## src/rtl/rrip_pkg.sv

```systemverilog
package rrip_pkg;

  localparam int PRED_W = 2;

  localparam logic [PRED_W-1:0] PRED_NEAR = 2'd0;
  localparam logic [PRED_W-1:0] PRED_FAR  = 2'd2;
  localparam logic [PRED_W-1:0] PRED_DIST = 2'd3;

  typedef logic [PRED_W-1:0] pred_t;

  typedef enum logic [0:0] {
    ST_IDLE   = 1'b0,
    ST_SEARCH = 1'b1
  } ctrl_state_e;

endpackage

```

## src/rtl/rrip_victim_find.sv

```systemverilog
module rrip_victim_find
  import rrip_pkg::*;
#(
  parameter int WAYS  = 16,
  parameter int WAY_W = $clog2(WAYS)
) (
  input  pred_t [WAYS-1:0] pred_i,
  output logic             found_o,
  output logic [WAY_W-1:0] idx_o,
  output logic [WAYS-1:0]  distant_o
);

  for (genvar g = 0; g < WAYS; g++) begin : g_cmp
    assign distant_o[g] = (pred_i[g] == PRED_DIST);
  end

  // lowest-numbered distant way wins: scan from the top down
  always_comb begin
    idx_o = '0;
    for (int i = WAYS - 1; i >= 0; i--) begin
      if (distant_o[i]) idx_o = WAY_W'(i);
    end
  end

  assign found_o = |distant_o;

endmodule

```

## src/rtl/rrip_age.sv

```systemverilog
module rrip_age
  import rrip_pkg::*;
#(
  parameter int WAYS = 16
) (
  input  pred_t [WAYS-1:0] pred_i,
  output pred_t [WAYS-1:0] aged_o
);

  for (genvar g = 0; g < WAYS; g++) begin : g_age
    assign aged_o[g] = (pred_i[g] == PRED_DIST) ? PRED_DIST : pred_i[g] + 2'd1;
  end

endmodule

```

## src/rtl/rrip_ins_sel.sv

```systemverilog
module rrip_ins_sel
  import rrip_pkg::*;
#(
  parameter int BIP_PERIOD = 32,
  parameter int CNT_W      = (BIP_PERIOD > 1) ? $clog2(BIP_PERIOD) : 1
) (
  input  logic  clk,
  input  logic  rst,
  input  logic  fill_take,
  input  logic  bimodal,
  input  logic  ext_valid,
  input  pred_t ext_value,
  output pred_t ins_o
);

  localparam logic [CNT_W-1:0] CNT_LAST = CNT_W'(BIP_PERIOD - 1);

  logic [CNT_W-1:0] fill_cnt;

  always_ff @(posedge clk) begin
    if (rst) begin
      fill_cnt <= '0;
    end else if (fill_take) begin
      fill_cnt <= (fill_cnt == CNT_LAST) ? '0 : fill_cnt + 1'b1;
    end
  end

  always_comb begin
    if (ext_valid)        ins_o = ext_value;
    else if (!bimodal)    ins_o = PRED_FAR;
    else if (fill_cnt == '0) ins_o = PRED_FAR;
    else                  ins_o = PRED_DIST;
  end

  AST_BIP_WRAP: assert property (@(posedge clk) disable iff (rst)
    (fill_take && fill_cnt == CNT_LAST) |=> (fill_cnt == '0));

endmodule

```

## src/rtl/rrip_set_ctrl.sv

```systemverilog
module rrip_set_ctrl
  import rrip_pkg::*;
#(
  parameter int WAYS       = 16,
  parameter int BIP_PERIOD = 32,
  parameter int WAY_W      = $clog2(WAYS)
) (
  input  logic                clk,
  input  logic                rst,
  input  logic                req_valid,
  input  logic                req_fill,
  input  logic [WAY_W-1:0]    req_way,
  input  logic                mode_bimodal,
  input  logic                ins_valid,
  input  logic [1:0]          ins_value,
  output logic                done,
  output logic [WAY_W-1:0]    victim_way,
  output logic                busy,
  output logic [2*WAYS-1:0]   rrpv_out
);

  localparam int LAT_W = 2;

  ctrl_state_e      state_q;
  pred_t [WAYS-1:0] pred_q;
  pred_t [WAYS-1:0] pred_aged;
  pred_t            ins_sel;
  pred_t            ins_q;
  pred_t            ins_now;
  logic             found;
  logic [WAY_W-1:0] vidx;
  logic [WAYS-1:0]  distant;
  logic             accept;
  logic             take_fill;
  logic             look;
  logic             done_fill_q;
  logic [LAT_W-1:0] lat_q;

  assign accept    = req_valid && (state_q == ST_IDLE);
  assign take_fill = accept && req_fill;
  assign look      = take_fill || (state_q == ST_SEARCH);
  assign ins_now   = (state_q == ST_IDLE) ? ins_sel : ins_q;

  rrip_victim_find #(.WAYS(WAYS), .WAY_W(WAY_W)) u_find (
    .pred_i    (pred_q),
    .found_o   (found),
    .idx_o     (vidx),
    .distant_o (distant)
  );

  rrip_age #(.WAYS(WAYS)) u_age (
    .pred_i (pred_q),
    .aged_o (pred_aged)
  );

  rrip_ins_sel #(.BIP_PERIOD(BIP_PERIOD)) u_ins (
    .clk       (clk),
    .rst       (rst),
    .fill_take (take_fill),
    .bimodal   (mode_bimodal),
    .ext_valid (ins_valid),
    .ext_value (ins_value),
    .ins_o     (ins_sel)
  );

  always_ff @(posedge clk) begin
    if (rst) begin
      pred_q      <= {WAYS{PRED_DIST}};
      state_q     <= ST_IDLE;
      done        <= 1'b0;
      victim_way  <= '0;
      ins_q       <= PRED_FAR;
      done_fill_q <= 1'b0;
    end else begin
      done <= 1'b0;
      if (take_fill) ins_q <= ins_sel;
      if (accept && !req_fill) begin
        pred_q[req_way] <= PRED_NEAR;
        done            <= 1'b1;
        victim_way      <= req_way;
        done_fill_q     <= 1'b0;
      end else if (look) begin
        if (found) begin
          pred_q[vidx] <= ins_now;
          done         <= 1'b1;
          victim_way   <= vidx;
          done_fill_q  <= 1'b1;
          state_q      <= ST_IDLE;
        end else begin
          pred_q  <= pred_aged;
          state_q <= ST_SEARCH;
        end
      end
    end
  end

  // aging-step counter kept only to bound the search in an assertion
  always_ff @(posedge clk) begin
    if (rst || state_q == ST_IDLE) lat_q <= '0;
    else if (lat_q != '1)          lat_q <= lat_q + 1'b1;
  end

  assign busy     = (state_q == ST_SEARCH);
  assign rrpv_out = pred_q;

  AST_HIT_PROMOTE: assert property (@(posedge clk) disable iff (rst)
    (accept && !req_fill) |=> (pred_q[$past(req_way)] == PRED_NEAR));

  AST_LOWEST_VICTIM: assert property (@(posedge clk) disable iff (rst)
    (look && found) |-> ((distant & ((WAYS'(1) << vidx) - WAYS'(1))) == '0));

  AST_SEARCH_BOUND: assert property (@(posedge clk) disable iff (rst)
    (state_q == ST_SEARCH) |-> (lat_q < 2'd3));

  AST_INSERT_WRITTEN: assert property (@(posedge clk) disable iff (rst)
    (done && done_fill_q) |-> (pred_q[victim_way] == ins_q));

  AST_NO_DIST_AGES: assert property (@(posedge clk) disable iff (rst)
    (look && !found) |=> (busy && !done));

endmodule

```

## config.mk

```make
export PLATFORM = sky130hd
export DESIGN_NAME = rrip_set_ctrl
export DESIGN_NICKNAME = d
export VERILOG_FILES = /design/src/rtl/rrip_pkg.sv /design/src/rtl/rrip_victim_find.sv /design/src/rtl/rrip_age.sv /design/src/rtl/rrip_ins_sel.sv /design/src/rtl/rrip_set_ctrl.sv
export SDC_FILE = /design/constraint.sdc
export NUM_CORES = 1
export LEC_CHECK = 0
export BUFFER_PORTS_ARGS = -buffer_cell sky130_fd_sc_hd__buf_4
export CORE_ASPECT_RATIO = 1.5
export CORE_UTILIZATION = 57
export DETAILED_ROUTE_END_ITERATION = 10
export PLACE_DENSITY = 0.83
export SETUP_SLACK_MARGIN = 0.2
export SLEW_MARGIN = 20
export SYNTH_ARGS = -nofsm -noshare
export SYNTH_HDL_FRONTEND = slang
export SYNTH_SLANG_ARGS = --single-unit
```

## constraint.sdc

```tcl
create_clock -name clk -period 2.7 [get_ports clk]
set_input_delay 0.54 -clock clk [delete_from_list [all_inputs] [get_ports clk]]
set_output_delay 0.54 -clock clk [all_outputs]
set_load 0.05 [all_outputs]
```

==> flow_summary_export.csv <==
group,metric,value,unit
run_status,outcome,"completed",
critical_path,r2r_cells,8,
final_layout,syn_to_final_growth,19.4,%
final_layout,antenna_cells,0,
power,ir_drop,0.328,mV
route,dr.pass1.iters,5,
route,routed.top_layer,"met4",
synthesis,synthArstFlopShare,0,
grt,grt_usage,0.356,
synthesis,syn_inst,434,
critical_path,arrival,2.54,ns
synthesis,synth.top_cell.area_share,0.280,
route,wl_per_cell,19.3,µm
grt,gr-total-overflow,0,
critical_path,endpoint_kind,"flip-flop",
die,dieWidth,63.3,µm
critical_path,r2r_slack,0.35,ns
route,via_per_inst,6.77,
grt,grt_pass1_wl,16500,µm
hold_path,min_path_type,"reg -> reg",
synthesis,yosys_warnings,0,
clock_network,cts_root_buf,"clkbuf_8",
sta,setup_violations,0,
route,wl_met1,4030,µm
placed_design,globalplace.congestion,0.973,
hold_path,hp-start,"victim_way[0]",
critical_path,cp-start-kind,"flip-flop",
critical_path,crit_buf_inv,1,
synthesis,synth-seq-cells,45,
clock_network,h-tree-depth,2,
grt,antenna_found_initial,0,
critical_path,critPathKind,"reg -> reg",
critical_path,r2r-start,"rrpv_out[15]",
sta,finalMaxSlewViolations,0,
synthesis,syn_nets,449,
critical_path,crit_chain,"nand2_1 -> a32o_2 -> a221oi_2 -> a21boi_4 -> buf_4 -> nor2_2 -> a21oi_1 -> mux2i_1",
sta,skew,0.00776,ns
clock_network,clock_sinks,45,
sta,min_period,2.35,ns
route,wl_met2,5070,µm
route,vias,3787,
clock_network,ctsLongestPathBuffers,2,
placed_design,hpwlAfterDp,7790,µm
route,drt-initial-drc-count,382,
die,die_h,94.0,µm
clock_network,numCtsBuffers,5,
synthesis,synth_area,3210,µm²
route,ant_nets,0,
sta,fmax,0.425,GHz
route,drt_wl_total,10800,µm
clock_network,cts_tree,"done",
sta,setup_tns,0,ns
clock_network,clkLatencyLatePin,0.31,ns
critical_path,critical_path_required,2.89,ns
final_layout,nets,503,
synthesis,avgSynthCellArea,7.40,µm²
grt,grt_max_degree,27,
synthesis,netlist_top_cells_area,"dfxtp_1 (28%), a21oi_1 (8.9%), nor2_1 (5.7%), nand2_1 (4.9%), a31oi_1 (2.9%)",
hold_path,holdPathStages,2,
die,io_pins,50,
critical_path,cp_slowest_cell,"dfxtp_1",
synthesis,synth_edf_count,0,
critical_path,cp_slowest_stage_delay,0.45,ns
sta,max-slew-margin-rel,0.452,
critical_path,crit_fanout,8,
die,core_area,5450,µm²
sta,min_period_over_period,0.872,
route,drc,0,
sta,tightest_slew,0.817,ns
final_layout,drive_above_1_share,0.217,
critical_path,path_delay_family,"compound AO/OA/AOI/OAI gates",
die,std_cell_rows,33,
die,die-area,5950,µm²
sta,holdWs,0.492,ns
clock_network,clkTransAtPathRegs,0.09,ns
die,initial_core_util,0.590,
power,p_leak,1.52,nW
synthesis,synthDistinctLibCells,66,
job,drv_cap,0,
route,wl_met3,977,µm
synthesis,ys_seq_area_frac,0.280,
sta,rsz0062_at_grt,"false",
synthesis,synth_ff_type,"dfxtp_1",
synthesis,yosysTopAreaCell,"dfxtp_1",
sta,hold_viol,0,
power,power-per-cell-area,451,nW/µm²
grt,grt_pass1_vias,3355,
critical_path,r2r-end,"rrpv_out[26]",
placed_design,portBuffers,49,
hold_path,hold_path_end,"victim_way[0]",
sequential cells by signal, indices dropped and copies added, names as in the netlist:
name,count
busy,1
u_ins.fill_cnt,5
rrpv_out,32
ins_q,2
victim_way,4
done,1
worst max-delay path by stage:
stage | slack (ns) | end | from | cells after the start
after floorplan | 0.37 | rrpv_out[15] | rrpv_out[14] | 8
after global placement | 0.37 | rrpv_out[12] | rrpv_out[4] | 7
after detailed placement | 0.29 | rrpv_out[7] | rrpv_out[18] | 7
after CTS | 0.27 | rrpv_out[7] | rrpv_out[18] | 7
after global routing | 0.20 | rrpv_out[24] | u_ins.fill_cnt[0] | 10
final | 0.35 | rrpv_out[26] | rrpv_out[15] | 8
layout by cell type, fill, tap and decap left out, drive strengths merged, types with 3 or more instances in the layout:
master and n:
a2111oi 3, a31oi 15, dfxtp 45, nand3 11, a32oi 4, a22o 5
nor2b 13, a41oi 3, o32a 3, a21oi 59, buf 70, o22a 7
a221oi 8, nand2b 7, o211ai 8, o21ai 35, clkbuf 6, nor3 10
mux2i 5, nor2 53, a22oi 13, inv 12, ha 3, a211oi 10
nand2 42, and2 6, a21o 3
cells by family (layout without fill, tap and decap cells):
family / Yosys count / after routing / share of synthesized area
mux: 5 / 5 / 0.0156
simple gates: 154 / 155 / 0.233
compound gates: 191 / 191 / 0.410
flops: 45 / 45 / 0.280
fa+ha+maj: 3 / 3 / 0.0117
buf+inv: 36 / 90 / 0.0487
layer usage:
metal | track usage | vias to the layer above
met5 | 0 | -
met4 | 0.256 | 0
met3 | 0.0498 | 68
met2 | 0.592 | 253
met1 | 0.415 | 1718
li1 | - | 1748
per-stage QoR:
stage	util	instances	power [mW]	area, µm²	worst slack, ns
floorplan	-	434	1.14	3210	0.369
detailed placement	0.683	550	1.30	3720	0.289
finish	0.704	559	1.73	3830	0.346
global placement	0.683	550	1.29	3720	0.369
CTS	0.698	558	1.71	3800	0.272
global route	0.704	559	1.79	3830	0.200
worst register-to-register path: stages, from the launching register on:
cell      delay (ns)
dfxtp_1         0.45
nand2_1         0.17
a32o_2          0.31
a221oi_2        0.40
a21boi_4        0.17
buf_4           0.20
nor2_2          0.22
a21oi_1         0.18
mux2i_1         0.15
power by group:
group / internal, mW / leakage, nW / total [mW] / switching [mW]
combinational: 0.181 / 1.11 / 0.547 / 0.366
sequential: 0.701 / 0.369 / 0.758 / 0.0576
clock: 0.180 / 0.0450 / 0.426 / 0.246
final cells by class:
cell class                      instances  area [µm²]
Clock buffer                            6        72.6
Clock inverter                          2        10.0
Fill cell                             474        1620
Inverter                               12        45.0
Multi-Input combinational cell        354        2190
Sequential cell                        45         902
Tap cell                               70        87.6
Timing Repair Buffer                   70         526
repair_timing:
| action | in CTS | in global routing |
|---|---|---|
| endpoints found under the setup margin | 0 | 15 |
| hold endpoints to repair | 0 | 0 |
| setup buffers | 0 | 0 |
| resized for setup | 0 | 6 |
| hold buffers | 0 | 0 |
cells in the mapped netlist (3+ instances only):
master and number:
a21oi_1 57, nor2_1 49, dfxtp_1 45, nand2_1 42, o21ai_0 18, a31oi_1 15, clkbuf_1 15, o21ai_1 14
nor2b_1 13, inv_1 12, nand3_1 10, a211oi_1 9, a22oi_1 9, nor3_1 8, o211ai_1 8, a221oi_1 7
nand2b_1 7, o22a_1 7, buf_2 6, a22o_1 5, and2_1 5, mux2i_1 5, a32oi_1 4, a2111oi_0 3
a21o_1 3, a22oi_2 3, a41oi_1 3, ha_1 3, nor2_2 3, o32a_1 3
(Power assumes the default switching activity.)
